**src/rtl/xbar_cfg_pkg.sv**
```systemverilog
`timescale 1ns/1ps
package xbar_cfg_pkg;
    localparam int NUM_OUT = 8;
    localparam int NUM_IN  = 16;
    localparam int SEL_W   = $clog2(NUM_IN);
    localparam int FIELD_W = SEL_W + 1;
    localparam int CHAIN_W = NUM_OUT * FIELD_W;
    localparam int ADDR_W  = $clog2(NUM_OUT);
    localparam int CONN_W  = NUM_OUT * NUM_IN;

    // enable sits in the field's top bit, select below it
    typedef struct packed {
        logic             en;
        logic [SEL_W-1:0] sel;
    } route_t;

    typedef enum logic {
        LOAD_SERIAL   = 1'b0,
        LOAD_PARALLEL = 1'b1
    } load_mode_e;

    function automatic logic [NUM_IN-1:0] route_lines(input route_t r);
        logic [NUM_IN-1:0] v;
        v = '0;
        if (r.en) v[r.sel] = 1'b1;
        return v;
    endfunction
endpackage

```
**src/rtl/xbar_cfg_stage.sv**
```systemverilog
`timescale 1ns/1ps
module xbar_cfg_stage
    import xbar_cfg_pkg::*;
(
    input  logic                clk,
    input  logic                rst,
    input  logic                shift_en,
    input  logic                load_en,
    input  logic                sdi,
    input  route_t              wr_word,
    input  logic [ADDR_W-1:0]   wr_addr,
    output logic [CHAIN_W-1:0]  chain,
    output logic                sdo
);
    always_ff @(posedge clk) begin
        if (rst) begin
            chain <= '0;
            sdo   <= 1'b0;
        end else if (shift_en) begin
            chain <= {chain[CHAIN_W-2:0], sdi};
            sdo   <= chain[CHAIN_W-2];
        end else if (load_en) begin
            chain[wr_addr*FIELD_W +: FIELD_W] <= wr_word;
        end
    end
endmodule

```
**src/rtl/xbar_cfg_hold.sv**
```systemverilog
`timescale 1ns/1ps
module xbar_cfg_hold
    import xbar_cfg_pkg::*;
(
    input  logic                       clk,
    input  logic                       rst,
    input  logic                       dis_n,
    input  logic                       xfer,
    input  logic [CHAIN_W-1:0]         chain,
    output route_t [NUM_OUT-1:0]       held
);
    for (genvar o = 0; o < NUM_OUT; o++) begin : g_out
        route_t           nxt;
        logic             en_q;
        logic [SEL_W-1:0] sel_q;

        assign nxt = route_t'(chain[o*FIELD_W +: FIELD_W]);

        // enable: asynchronous clear from the disable input
        always_ff @(posedge clk or negedge dis_n) begin
            if (!dis_n)    en_q <= 1'b0;
            else if (rst)  en_q <= 1'b0;
            else if (xfer) en_q <= nxt.en;
        end

        // select: untouched by the disable input
        always_ff @(posedge clk) begin
            if (rst)       sel_q <= '0;
            else if (xfer) sel_q <= nxt.sel;
        end

        assign held[o] = '{en: en_q, sel: sel_q};
    end
endmodule

```
**src/rtl/xbar_cfg_decode.sv**
```systemverilog
`timescale 1ns/1ps
module xbar_cfg_decode
    import xbar_cfg_pkg::*;
(
    input  route_t [NUM_OUT-1:0] held,
    output logic   [NUM_OUT-1:0] out_en,
    output logic   [CONN_W-1:0]  xconn
);
    for (genvar o = 0; o < NUM_OUT; o++) begin : g_dec
        assign out_en[o]                  = held[o].en;
        assign xconn[o*NUM_IN +: NUM_IN]  = route_lines(held[o]);
    end
endmodule

```
**src/rtl/xbar_cfg_ctrl.sv**
```systemverilog
`timescale 1ns/1ps
module xbar_cfg_ctrl
    import xbar_cfg_pkg::*;
(
    input  logic                       clk,
    input  logic                       rst,
    input  logic                       sclk,
    input  logic                       ce_n,
    input  logic                       par_mode,
    input  logic                       sdi,
    input  logic [FIELD_W-1:0]         pdata,
    input  logic [ADDR_W-1:0]          paddr,
    input  logic                       upd_n,
    input  logic                       dis_n,
    output logic                       sdo,
    output logic [NUM_OUT-1:0]         out_en,
    output logic [CONN_W-1:0]          xconn
);
    logic                 sclk_q;
    logic                 sclk_fall;
    logic                 active;
    load_mode_e           mode;
    logic                 shift_en;
    logic                 load_en;
    logic                 xfer;
    logic [CHAIN_W-1:0]   chain;
    route_t [NUM_OUT-1:0] held;

    // sampling flop for the external shift clock
    always_ff @(posedge clk) sclk_q <= sclk;

    assign sclk_fall = sclk_q & ~sclk;
    assign active    = sclk_fall & ~ce_n;
    assign mode      = load_mode_e'(par_mode);
    assign shift_en  = active & (mode == LOAD_SERIAL);
    assign load_en   = active & (mode == LOAD_PARALLEL);
    assign xfer      = ~upd_n & ~ce_n;

    xbar_cfg_stage i_stage (
        .clk      (clk),
        .rst      (rst),
        .shift_en (shift_en),
        .load_en  (load_en),
        .sdi      (sdi),
        .wr_word  (route_t'(pdata)),
        .wr_addr  (paddr),
        .chain    (chain),
        .sdo      (sdo)
    );

    xbar_cfg_hold i_hold (
        .clk   (clk),
        .rst   (rst),
        .dis_n (dis_n),
        .xfer  (xfer),
        .chain (chain),
        .held  (held)
    );

    xbar_cfg_decode i_dec (
        .held   (held),
        .out_en (out_en),
        .xconn  (xconn)
    );
endmodule

```
**config.mk**
```make
export PLATFORM = sky130hd
export DESIGN_NAME = xbar_cfg_ctrl
export DESIGN_NICKNAME = d
export VERILOG_FILES = /design/src/rtl/xbar_cfg_pkg.sv /design/src/rtl/xbar_cfg_stage.sv /design/src/rtl/xbar_cfg_hold.sv /design/src/rtl/xbar_cfg_decode.sv /design/src/rtl/xbar_cfg_ctrl.sv
export SDC_FILE = /design/constraint.sdc
export NUM_CORES = 1
export LEC_CHECK = 0
export BUFFER_PORTS_ARGS = -buffer_cell sky130_fd_sc_hd__buf_2
export CAP_MARGIN = 20
export CORE_MARGIN = 8
export CORE_UTILIZATION = 50
export DETAILED_ROUTE_END_ITERATION = 16
export PLACE_DENSITY = 0.8
export SYNTH_ARGS = -nofsm -noshare
export SYNTH_HDL_FRONTEND = slang
export SYNTH_SLANG_ARGS = --single-unit
```
**constraint.sdc**
```tcl
create_clock -name clk -period 3.1 [get_ports clk]
set_input_delay 0.62 -clock clk [delete_from_list [all_inputs] [get_ports clk]]
set_output_delay 0.62 -clock clk [all_outputs]
set_load 0.02 [all_outputs]
```
==> results.txt, run 1 <==
- Tightest slew margin relative to the limit: approximately 57%
- Number of different library cells in the post-synthesis netlist: 45
- The number of nets in the synthesized netlist is approximately 580.
- For this block, the initial DRC count from the detailed router was 433.
* Post-CTS Resized: 0
- Ranking of synthesized cells by area: dfxtp_1, nor2_1, a22o_1
- Status: finished, final reports clean
- In this run the worst path has a maximum fanout of 10.
* Highest clock rate: 440 MHz
* Largest vdd supply drop: between 300 and 400 uV
- The number of max-slew violations in the final report was 0.
* Setup repair after global routing missed its margin: no
- Cell with the most instances after synthesis: nor2_1
* Per-cell routed wire length: between 15 and 20 um
- STA classifies the critical path startpoint as an input port.
- In this run the worst setup path begins at paddr[0].
- Counting every sink on the clock net gives roughly 80.
- After layout, the worst setup slack is roughly 0.83 ns.
- 1st-pass router iterations: 7
* Critical path data arrival time: ~2.5 ns
- Maximum level of the CTS H-tree: 3
- Post-route DRC violation count: 0
- The floorplan step set the die width to approximately 110 um.
* Clock latency on the worst-skew pair: approximately 0.37 ns
- Setup repair bufs after CTS: 0
- The post-route netlist has roughly 29% of its cells at a drive strength greater than 1.
- The number of antenna diodes in the final layout is 0.
- Required time of the worst setup path: between 3 and 4 ns
- Final clock period utilization by the worst path: 73.3%
- Reg-to-reg setup timing slack: roughly 1.3 ns
- The floorplan step set the die height to 111 um.
- TritonCTS built the clock tree.
- The via count of the first global-routing pass was between 4000 and 5000.
* Worst setup path endpoint: i_stage.chain[5]$_SDFFE_PP0P_
- Ranked by instance count, the synthesized netlist is headed by nor2_1, dfxtp_1, a22o_1, nand2_1, nor3_1.
- Dominant register cell in the synthesized netlist: dfxtp_1
- For this design the static power due to leakage is around 2.3 nW.
- Entering global routing, the biggest net connects about 40 pins.
- Cell area after synthesis: between 4000 and 5000 um2
* Core footprint: 8720 um2
* Worst Tran Pin Value: ~0.65 ns
- Number of nets in the layout: between 700 and 800
* Total global routing overflow: 0
* Post-synth top area share: between 30% and 40%
* Starting utilization of the core area: roughly half
* Final Wtd Congestion: 0.924
* Startpoint of the worst register-to-register path: sclk_q$_DFF_P_
- After filler insertion, the fill cell instance count of the layout stands at about 800.
- Endpoint type of the worst setup path: flop
- FFs w/ async S/R, synth: 9.76%
* Top cell type by total area after synthesis: dfxtp_1
- After synthesis, the mean cell area works out to 8.03 um2.
- Number of buffers added on ports: around 150
- Layout Skew: 0.00704 ns
* Number of placed I/O pins: roughly 150
* Max_cap viols: 0
* Remaining antenna violation count: 0
- For the worst flop-to-flop path, the logic depth is 4.
- Sequential cells were found to cover a little under two fifths of the synthesized design area.
- Relative to the synthesized area, the layout overhead comes to 20.0%.
- Dividing the detail-routed via count by the number of cells gives 5.92.
- Detailed placement finished with a half-perimeter wire length of 9790 um.
- The first global-routing pass estimated 22000 um of wire.
* Post-CTS Hold Fix Bufs: 0
- Sum of negative setup slack: 0 ns
* Number of buffers created by CTS: 9
- The die covers ~12000 um2.
- Final hold violation count: 0
* Clock Tree Buf Depth: 2
- Cell at the root of the clock tree: clkbuf_8
* Pre-CTS WS: 0.483 ns
- The critical path in this run is classified as input port to flop.
- Capturing point of the worst reg2reg path: i_stage.chain[22]$_SDFFE_PP0P_
- The worst path needs around 2.3 ns of the cycle, external delays included.
- Number of cells produced by synthesis: roughly 560
- Clock transition at path regs: approximately 0.090 ns
- Power spread over the standard cell area amounts to around 380 nW/um2.
- Cells along the critical path: buf_2, inv_1, ha_1, xor2_2, nor3_1, nand2_1, a311oi_1
- The routed design has roughly 13000 um of wire.
- Hold Crit Class: input port to async pin
- Antenna violations before repair: 0
- Setup violations remaining at the end of the flow were counted as 0.
* Yosys warns: 0
- Crit path largest cell delay: ~0.53 ns
* Number of synthesized register bits: 82
- For this run, the total global-route usage over all layers was measured as 20.9%.
- Total number of vias: approximately 4700
* Number of synthesized flops with an enable pin: 0
- Std cell rows: 34
- On the critical path, the stage with the largest delay is an instance of nor3_1.
## cell families (layout without fill, tap and decap cells)
group / after synthesis / count (layout) / share of synthesized area (%)
and+or+nand+nor: 287 / 287 / 31.1
AOI/OAI and AO/OA: 134 / 134 / 23.9
DFF: 82 / 82 / 37.3
buffers and inverters: 52 / 178 / 5.50
adders and majority gates: 4 / 4 / 1.11
xor gates and xnor gates: 2 / 2 / 0.973
## report_power, final
group	leakage, nW	total [W]	switching [W]	internal, W
registers	0.711	0.00111	0.0000278	0.00108
clock network	0.0822	0.000708	0.000412	0.000295
logic	1.48	0.000218	0.000148	0.0000697
## layer usage
layer	GRT usage, %	vias to the layer above	routed length [um]
met5	0	-	0
met4	6.67	0	161
met3	4.98	15	962
met2	35.9	186	6660
met1	25.0	2249	5450
li1	-	2259	-
## layout make-up
type | instances | area, um2 | area share, %
sequential | 82 | 1680 | 31.1
inverter | 4 | 15.0 | 0.278
tap | 108 | 135 | 2.50
clock buffer | 9 | 124 | 2.29
timing repair buffer | 158 | 806 | 14.9
multi-input combinational | 427 | 2590 | 47.9
clock inverter | 7 | 53.8 | 0.996
## state kept, by name (all words and copies together) (netlist names)
| name | cells |
|---|---|
| i_stage.chain | 40 |
| i_hold.g_out.sel_q | 32 |
| i_hold.g_out.en_q | 8 |
| i_stage.sdo | 1 |
| sclk_q | 1 |
## critical path, delay by kind of cell
family / cells / cell delay (ns)
AO/OA/AOI/OAI: 1 / 0.28
XOR/XNOR: 1 / 0.30
adder cells (fa/ha/maj): 1 / 0.36
buffers and inverters: 2 / 0.33
AND/OR/NAND/NOR: 2 / 0.65
## how the worst min path moves through the flow
| stage | from | end | slack, ns |
|---|---|---|---|
| after floorplan | dis_n | i_hold.g_out[0].en_q$_DFFE_PN0P_ | 0.32 |
| after global placement | i_stage.chain[39]$_SDFFE_PP0P_ | i_hold.g_out[7].en_q$_DFFE_PN0P_ | 0.47 |
| after detailed placement | i_stage.chain[39]$_SDFFE_PP0P_ | i_hold.g_out[7].en_q$_DFFE_PN0P_ | 0.47 |
| after CTS | dis_n | i_hold.g_out[6].en_q$_DFFE_PN0P_ | 0.11 |
| after global routing | dis_n | i_hold.g_out[4].en_q$_DFFE_PN0P_ | 0.11 |
| final | dis_n | i_hold.g_out[6].en_q$_DFFE_PN0P_ | 0.11 |
## placed cells by master (no fill, tap or decap), types with 2 or more instances in the layout
cell type	netlist	routed
nor2b_1	2	2
a22o_1	40	40
nand3_1	15	15
clkbuf_8	0	9
dfxtp_1	74	74
nor3_2	2	3
o21ai_1	3	3
dfrtp_1	8	8
o221a_2	5	5
clkinvlp_4	0	3
a21oi_1	12	12
buf_4	11	6
nor2_1	135	134
or4bb_1	2	2
inv_6	0	2
a221oi_2	5	5
a211oi_4	2	2
buf_2	3	152
nor3_1	40	39
nand2b_1	16	16
inv_1	3	3
nand2_1	40	40
ha_1	4	4
a311oi_1	30	30
nand3b_1	17	17
o21ai_0	30	30
or3b_1	8	8
o21ai_2	2	2
## per-stage QoR
step | hold slack [ns] | instance area (um2) | std cells | power (W) | util, %
6_report | 0.113 | 5400 | 795 | 0.00204 | 62.0
3_5_place_dp | 0.465 | 5230 | 779 | 0.00135 | 59.9
4_1_cts | 0.113 | 5400 | 795 | 0.00204 | 62.0
5_1_grt | 0.110 | 5400 | 795 | 0.00211 | 62.0
2_1_floorplan | 0.324 | 4500 | 561 | 0.00129 | -
3_3_place_gp | 0.469 | 5230 | 779 | 0.00134 | 59.9
(Power assumes the default switching activity.)
==> run 2: changes to the inputs <==
ABC_AREA = 1   (was not set)
CORE_UTILIZATION = 47   (was 50)
PLACE_DENSITY = 0.78   (was 0.8)
clock period = 1.9 ns   (was 3.1 ns; I/O delays follow)
==> run 2 against run 1 <==
  * Non-clock buffer count up 11
  * Final cell count is 36% higher
  * Synthesized area grew 6.7%
  * Routed wire length grew 5.6%
  * Via count increased by 13%
  * Global-route usage decreased by 0.56 points
  * Hold slack better by 0.017 ns
  * Sequential share of layout area down 2.8 points
  * First-iteration DRC count is 29% lower
  * Design area increased by 10%
  * Core utilization shrank 3.2 points
==> results.txt, run 2 <==
* Total global routing overflow: 0 (unchanged)
* Reg-to-reg setup timing slack: 0.47 ns (-0.82 ns)
- Dpl cells: 1060 (+36%)
- Std cell rows: 37 (+8.8%)
* Max_cap viols: 0 (unchanged)
- The portion of total power attributed to the clock network is 37.0% (+2.2 points).
* Cell area after synthesis: 4800 um2 (+6.7%)
- Leak Pwr: 2.99 nW (+31%)
- The cell area power density is 588 nW/um2 (+56%).
- Logic depth of the worst register-to-register path: 9 (+5)
* Most flops, register: i_stage.chain
- Hold path startpoint: sclk
- The total via count in the routed design is 5313 (+13%).
* Startpoint of the worst register-to-register path: sclk_q$_DFF_P_
* Dominant register cell in the synthesized netlist: dfxtp_1
- The fraction of power spent switching nets came to 28.3% (-0.64 points).
- By area the synthesized netlist is led by dfxtp_1, nand2_1, nor2_1.
- Critical path class: flop to primary output
* Share of synthesized area occupied by flip-flops and latches: 35.0% (-2.3 points)
* Horizontal extent of the die: 117 um (+5.6%)
- Crit path launch type: flop
- Antenna cells: 0 (unchanged)
- The combinational group share of total power came to 11.9% (+1.2 points).
* Top cells by instance count after synthesis: nand2_1, nor2_1, inv_1, dfxtp_1, nor3_1
* Total count of max-transition violations in the final report: 0 (unchanged)
- dfxtp_1 takes more of the synthesized area than any other cell.
- The sum of routed wire length over all layers came to 14000 um (+5.6%).
* Worst hold slack across all endpoints: 0.131 ns (+0.0171 ns)
* Antenna violations before repair: 0 (unchanged)
- The library cell used most frequently in the layout, excluding fill and tap cells, is nand2_1.
- Most heavily used metal layer in global routing: met2
- Number of synthesized flops with an enable pin: 0 (unchanged)
- The final-report setup violation count was 0 (unchanged).
* Number of nets in the layout: 962 (+37%)
* Core footprint: 10100 um2 (+16%)
- HPWL after detailed placement: 10800 um (+10%)
- The number of storage elements in the synthesis netlist was 82 (unchanged).
* Largest register FFs: 40 (unchanged)
- The die area was 13700 um2 (+11%).
- Post-route DRC violation count: 0 (unchanged)
- The number of nets with antenna violations after detailed routing is 0 (unchanged).
- Crit path from: i_hold.g_out[1].en_q$_DFFE_PN0P_
- The H-tree depth is 3 (unchanged).
- Post-synthesis area per instance: 6.07 um2 (-24%)
* Starting DRC count in detailed routing: 308 (-29%)
- The share of synthesized registers carrying an async set or reset is 9.76% (unchanged).
- Setup repair after global routing missed its margin: no
* Filler-free cell count of the finished design: 1083 (+36%)
* Final min period: between 1.5 and 2 ns
- Clock Tree Buf Depth: 2 (unchanged)
- Cell at the root of the clock tree: clkbuf_8
- Starting utilization of the core area: 47.4% (-4.3 points)
* Largest vdd supply drop: 318 uV (+4.9%)
- Number of sinks handled by clock tree synthesis: 82 (unchanged)
* Met3 usage in global routing: 4.16% (-0.82 points)
- Number of inserted filler cells in the final layout: 1006 (+28%)
- The number of I/O pins was 153 (unchanged).
- Worst Tran Pin Value: 0.540 ns (-0.108 ns)
- The detail-routed via count per cell is 4.91 (-17%).
- Hold Crit Class: input port to flop
- The synthesized net count came to 811 (+40%).
* Wire length of the first global-routing pass: 22700 um (+3.3%)
- The share of final-layout standard cells stronger than drive strength 1 is 23.0% (-6.4 points).
- Biggest regs: i_stage.chain: 40 flops, i_hold.g_out.sel_q: 32 flops, i_hold.g_out.en_q: 8 flops
- Sum of negative setup slack: 0 ns (unchanged)
* Post-synth top area share: 30.8% (-2.1 points)
- The final critical path takes up between 90% and 100% of the cycle.
- The total track usage was 20.4% (-0.56 points).
- Number of cells produced by synthesis: 791 (+41%)
* Clock tree from TritonCTS: done
* Status: finished, final reports clean
* Critical path data arrival time: 1.43 ns (-1.11 ns)
- The count of unique library cells instantiated by Yosys was 25 (-44%).
- Worst setup path endpoint: xconn[22]
- The maximum number of pins on one net before global-route repair is 41 (unchanged).
* Clock transition at path regs: 0.09 ns (about the same)
- The via count of the first global-routing pass was 4799 (+10%).
- The worst endpoint required time was 1.52 ns (-1.85 ns).
* Tightest slew margin relative to the limit: 64.0% (+7.4 points)
- Die extent in y: 117 um (+5.6%)
- The global placer's final weighted congestion is 1.02 (+11%).
* Number of buffers created by CTS: 9 (unchanged)
* 1st-pass router iterations: 7 (unchanged)
- In the post-synthesis netlist, the cell with the most instances is nand2_1.
* Per-cell routed wire length: 12.9 um (-22%)
* Capturing point of the worst reg2reg path: i_stage.chain[25]$_SDFFE_PP0P_
- The count of buffers inserted at the top-level ports came to 152 (unchanged).
- Maximum fanout count along the critical path: 9 (-1)
- The number of failing hold endpoints at the final stage came to 0 (unchanged).
- The switching power total was 0.000990 W (+68%).
- The met2 track utilization from global routing came to 33.0% (-2.9 points).
* Sequential Power Share: 51.1% (-3.4 points)
* Synth-to-layout area growth: 23.9%
- The met1 track utilization from global routing was 26.6% (+1.5 points).
- Top library cells by usage in the layout, fill and taps aside: nand2_1, nor2_1, buf_2
* Total internal power: 0.00251 W (+74%)
- Yosys warns: 0 (unchanged)
- The worst clock skew came to 0.0134 ns (+0.00638 ns).
- The clock insertion delay at the later pin of the skew report is 0.36 ns (about the same).
- The worst setup path is captured at a primary output.
- Highest clock rate: approximately 550 MHz
run 2: changes by cell type after synthesis, sizes merged, moves of 21 or more:
cell    before  now
nor3        42   69
a22o        40    0
nor2       135  183
nand3       15   36
nand2       40  219
clkbuf      33   12
o21ai       35   12
inv          4   92
o22ai        0   40
a311oi      30    0
run 2: worst min-delay path by stage:
stage                                                   to  slack [ns]  cells past startpoint
final                                       sclk_q$_DFF_P_        0.13                      1
after floorplan           i_hold.g_out[0].en_q$_DFFE_PN0P_        0.08                      0
after global placement    i_hold.g_out[0].en_q$_DFFE_PN0P_        0.28                      1
after detailed placement  i_hold.g_out[0].en_q$_DFFE_PN0P_        0.27                      1
after CTS                                   sclk_q$_DFF_P_        0.13                      1
after global routing                        sclk_q$_DFF_P_        0.13                      1
run 2: cell families after synthesis:
group | Yosys count | synth area share, %
AND/OR/NAND/NOR | 507 | 43.7
buffers and inverters | 134 | 12.0
flip-flops | 82 | 35.0
AO/OA/AOI/OAI | 64 | 8.28
adder cells (fa/ha/maj) | 4 | 1.04
run 2: through the flow:
| step | worst slack [ns] | utilization [%] | instance area (um2) | power (W) |
|---|---|---|---|---|
| 5_1_grt | 0.00172 | 58.7 | 5950 | 0.00363 |
| 6_report | 0.0923 | 58.7 | 5950 | 0.00350 |
| 2_1_floorplan | 0.133 | - | 4800 | 0.00212 |
| 4_1_cts | 0.0216 | 58.1 | 5890 | 0.00350 |
| 3_3_place_gp | 0.126 | 56.0 | 5680 | 0.00223 |
| 3_5_place_dp | 0.0715 | 56.0 | 5680 | 0.00223 |
run 2: layout make-up:
cell class / count / area (um2) / share of cell area [%]
Clock inverter: 7 / 76.3 / 1.28
Sequential cell: 82 / 1690 / 28.3
Timing Repair inverter: 2 / 10.0 / 0.168
Inverter: 103 / 408 / 6.85
Tap cell: 136 / 170 / 2.86
Timing Repair Buffer: 169 / 928 / 15.6
Clock buffer: 9 / 124 / 2.08
Multi-Input combinational cell: 575 / 2550 / 42.8
run 2: per-layer routing:
metal  part of all wire (%)  vias up
li1                       -     2793
met1                     47     2356
met2                     45      143
met3                    6.7       21
met4                    1.5        0
met5                      0        -
run 2: critical path, cell delays in order (launching register included):
cell	delay [ns]
dfrtp_1	0.45
clkinvlp_4	0.20
nor3_1	0.22
buf_2	0.19
run 2: timing repair:
item                                    in CTS  in global routing
setup buffers                                0                  4
endpoints found under the hold margin        8                  0
hold buffers                                 1                  0
gates resized for setup                      0                  9
endpoints found under the setup margin       0                 30
run 2: power groups by stage:
| stage | clock network [W] | logic (W) | registers, W |
|---|---|---|---|
| after floorplan | 0 | 0.000295 | 0.00182 |
| after global placement | 0 | 0.000406 | 0.00183 |
| after detailed placement | 0 | 0.000407 | 0.00183 |
| after CTS | 0.00131 | 0.000411 | 0.00179 |
| after global routing | 0.00136 | 0.000471 | 0.00179 |
| final | 0.00130 | 0.000418 | 0.00179 |
==> run 3: changes to the inputs <==
CORE_UTILIZATION = 50   (was 47)
PLACE_DENSITY = 0.79   (was 0.78)
clock period = 1.8 ns   (was 1.9 ns; I/O delays follow)
==> run 3 against run 2 <==
  * Combinational power rose by 5.5%
  * First-iteration DRC count rose by 28%
  * Critical path depth did not move
  * Final cell count did not move
  * Routed wire length fell by 1.1%
  * Via count rose by 1.1%
  * Power rose by 8.2%
  * Die area fell by 5.2%
  * Clock power rose by 12%
  * Non-clock buffer count rose by 4
==> results.txt, run 3 (same netlist as run 2, synthesis figures left out) <==
- Number of nets in the layout: 969 (+0.73%)
* Vias in the first global route: 5086 (+6.0%)
- The number of max-slew violations in the final report was 0 (unchanged).
- The worst clock skew was 0.00851 ns (-0.00492 ns).
* Maximum fanout count along the critical path: 5 (-4)
- Leaving out fill and tap cells, the most frequent cell in the layout is nand2_1.
* Required time of the worst setup path: 1.44 ns (-0.08 ns)
- Met1 track demand over resource in global routing: 25.0% (-1.6 points)
- The most critical setup path has its endpoint at xconn[85].
- The cell area power density came to 625 nW/um2 (+6.3%).
- The number of nets with antenna violations after detailed routing is 0 (unchanged).
- The arrival time reported for the critical path endpoint was 1.39 ns (-0.04 ns).
- Wire length of the first global-routing pass: 22800 um (+0.46%)
- The worst setup slack before clock tree synthesis was 0.00945 ns (-0.0621 ns).
- Starting utilization of the core area: 51.7% (+4.4 points)
- The area of the core came to 9280 um2 (-8.4%).
- Largest vdd supply drop: 494 uV (+55%)
- Status: finished, final reports clean
- Post-route DRC violation count: 0 (unchanged)
- Clock tree from TritonCTS: done
* Number of buffers created by CTS: 9 (unchanged)
* Horizontal extent of the die: 114 um (-2.6%)
* Met3 usage in global routing: 5.44% (+1.3 points)
* Capturing point of the worst reg2reg path: i_stage.chain[27]$_SDFFE_PP0P_
* Drt total wl: 13800 um (-1.1%)
* Area after DPL: 5680 um2 (about the same)
* Final hold violation count: 0 (unchanged)
- The number of placed instances, taps included is 1056 (-0.38%).
- The final-report setup violation count came to 0 (unchanged).
- The detail-routed via count per cell is 4.96 (+1.1%).
- STA classifies the critical path endpoint as a primary output.
- Crit path from: i_hold.g_out[5].en_q$_DFFE_PN0P_
- Top library cells by usage in the layout, fill and taps aside: nand2_1, nor2_1, buf_2
* Die extent in y: 114 um (-2.6%)
- The number of DRC violations after detailed-routing iteration 0 was 394 (+28%).
- HPWL after detailed placement: 10600 um (-2.0%)
* Highest clock rate: ~570 MHz
- The CTS clock-pin slew for the worst setup and hold paths came to 0.08 ns (about the same).
- The floorplan row count was 35 (-5.4%).
- From synthesis to final layout, the design area changed by 26.1%.
* Most flops, register: i_stage.chain
- Max_cap viols: 0 (unchanged)
* Reg-to-reg setup timing slack: 0.47 ns (about the same)
- The total track usage came to 20.9% (+0.53 points).
* Maximum level of the CTS H-tree: 3 (unchanged)
* Critical path class: flop to primary output
- Biggest regs: i_stage.chain: 40 flops, i_hold.g_out.sel_q: 32 flops, i_hold.g_out.en_q: 8 flops
- Crit path launch type: flop
- Number of buffers added on ports: 152 (unchanged)
- The maximum number of pins on one net before global-route repair was 41 (unchanged).
- Number of inserted filler cells in the final layout: 908 (-9.7%)
- Logic depth of the worst register-to-register path: 9 (unchanged)
- Filler-free cell count of the finished design: 1083 (unchanged)
- The maximum root-to-sink buffer count came to 2 (unchanged).
- The tree is rooted in a clkbuf_8.
* Total design power: 0.00379 W (+8.2%)
* Final Wtd Congestion: 0.974 (-4.7%)
- After global routing, the most crowded layer is met2.
* Worst Tran Pin Value: 0.435 ns (-0.105 ns)
- Worst hold slack across all endpoints: 0.123 ns (-0.00780 ns)
- Of the available clock period, the critical path in the final layout requires 97.4%.
- The initial antenna violation count is 0 (unchanged).
- Setup repair after global routing could not meet its margin everywhere.
- The share of final-layout standard cells stronger than drive strength 1 is 24.7% (+1.7 points).
* Tightest slew margin relative to the limit: 71.0% (+7.0 points)
- The overflow left after global routing was 0 (unchanged).
* Antenna cells: 0 (unchanged)
* Startpoint of the worst register-to-register path: sclk_q$_DFF_P_
* Final min period: between 1.5 and 2 ns
- The die area is 13000 um2 (-5.2%).
- Per-cell routed wire length: 12.8 um (-1.1%)
- The met2 track utilization from global routing came to 36.0% (+3.1 points).
* Minimum setup slack in the final design: 0.0464 ns (-0.0459 ns)
* Total number of vias: 5372 (+1.1%)
- Hold Crit Class: input port to flop
- Number of sinks handled by clock tree synthesis: 82 (unchanged)
* Largest register FFs: 40 (unchanged)
- The standby leakage power is 3.01 nW (+0.75%).
- The number of optimization iterations in the first detailed-route pass was 5 (-2).
- The number of I/O pins came to 153 (unchanged).
- The finished layout cell area came to 6060 um2 (+1.8%).
* Clock latency on the worst-skew pair: 0.36 ns (about the same)
[run 3: cell count changes in the layout (fill, tap and decap cells not counted), sizes merged]
cell      previous run  this run
clkinvlp             9        12
inv                 94        93
clkbuf               9        10
bufinv               1         2
clkinv               8         7
buf                168       172
[run 3: cell type report]
cell class                      count  area [um2]  area share (%)
Multi-Input combinational cell    575        2580            42.7
Sequential cell                    82        1690            27.9
Timing Repair Buffer              173         961            15.9
Inverter                          103         414            6.84
Tap cell                          129         161            2.66
Clock buffer                       10         128            2.11
Clock inverter                      6        90.1            1.49
Timing Repair inverter              5        30.0           0.496
[run 3: what timing repair did]
item	CTS	global route
hold buffers	1	0
cloned	0	5
endpoints found under the hold margin	8	0
buffers inserted	0	5
gates resized for setup	2	27
endpoints found under the setup margin	2	48
[run 3: stage by stage]
step / utilization (%) / TNS [ns]
global route: 65.2 / -0.180
floorplan: - / 0
global placement: 61.2 / 0
finish: 65.2 / 0
CTS: 63.7 / 0
detailed placement: 61.2 / 0
[run 3: worst max-delay path, stage by stage, from the launching register on]
cell	delay (ns)
dfrtp_2	0.44
clkinvlp_2	0.20
nor3_1	0.20
buf_2	0.19
[run 3: report_power, final]
group | internal [W] | switching, W | leakage (nW)
logic | 0.000140 | 0.000301 | 2.20
registers | 0.00186 | 0.0000252 | 0.701
clock network | 0.000786 | 0.000673 | 0.107
total | 0.00279 | 0.000999 | 3.01
[run 3: how the worst min path moves through the flow]
stage               start                               end  cells past startpoint
finish               sclk                    sclk_q$_DFF_P_                      1
global route         sclk                    sclk_q$_DFF_P_                      1
CTS                  sclk                    sclk_q$_DFF_P_                      1
detailed placement  dis_n  i_hold.g_out[0].en_q$_DFFE_PN0P_                      1
global placement    dis_n  i_hold.g_out[0].en_q$_DFFE_PN0P_                      1
floorplan           dis_n  i_hold.g_out[0].en_q$_DFFE_PN0P_                      0
[run 3: metal layers]
layer | vias to the layer above | routed length, um
met1 | 2371 | 6150
li1 | 2807 | -
met5 | - | 0
met2 | 174 | 6380
met3 | 20 | 1120
met4 | 0 | 178
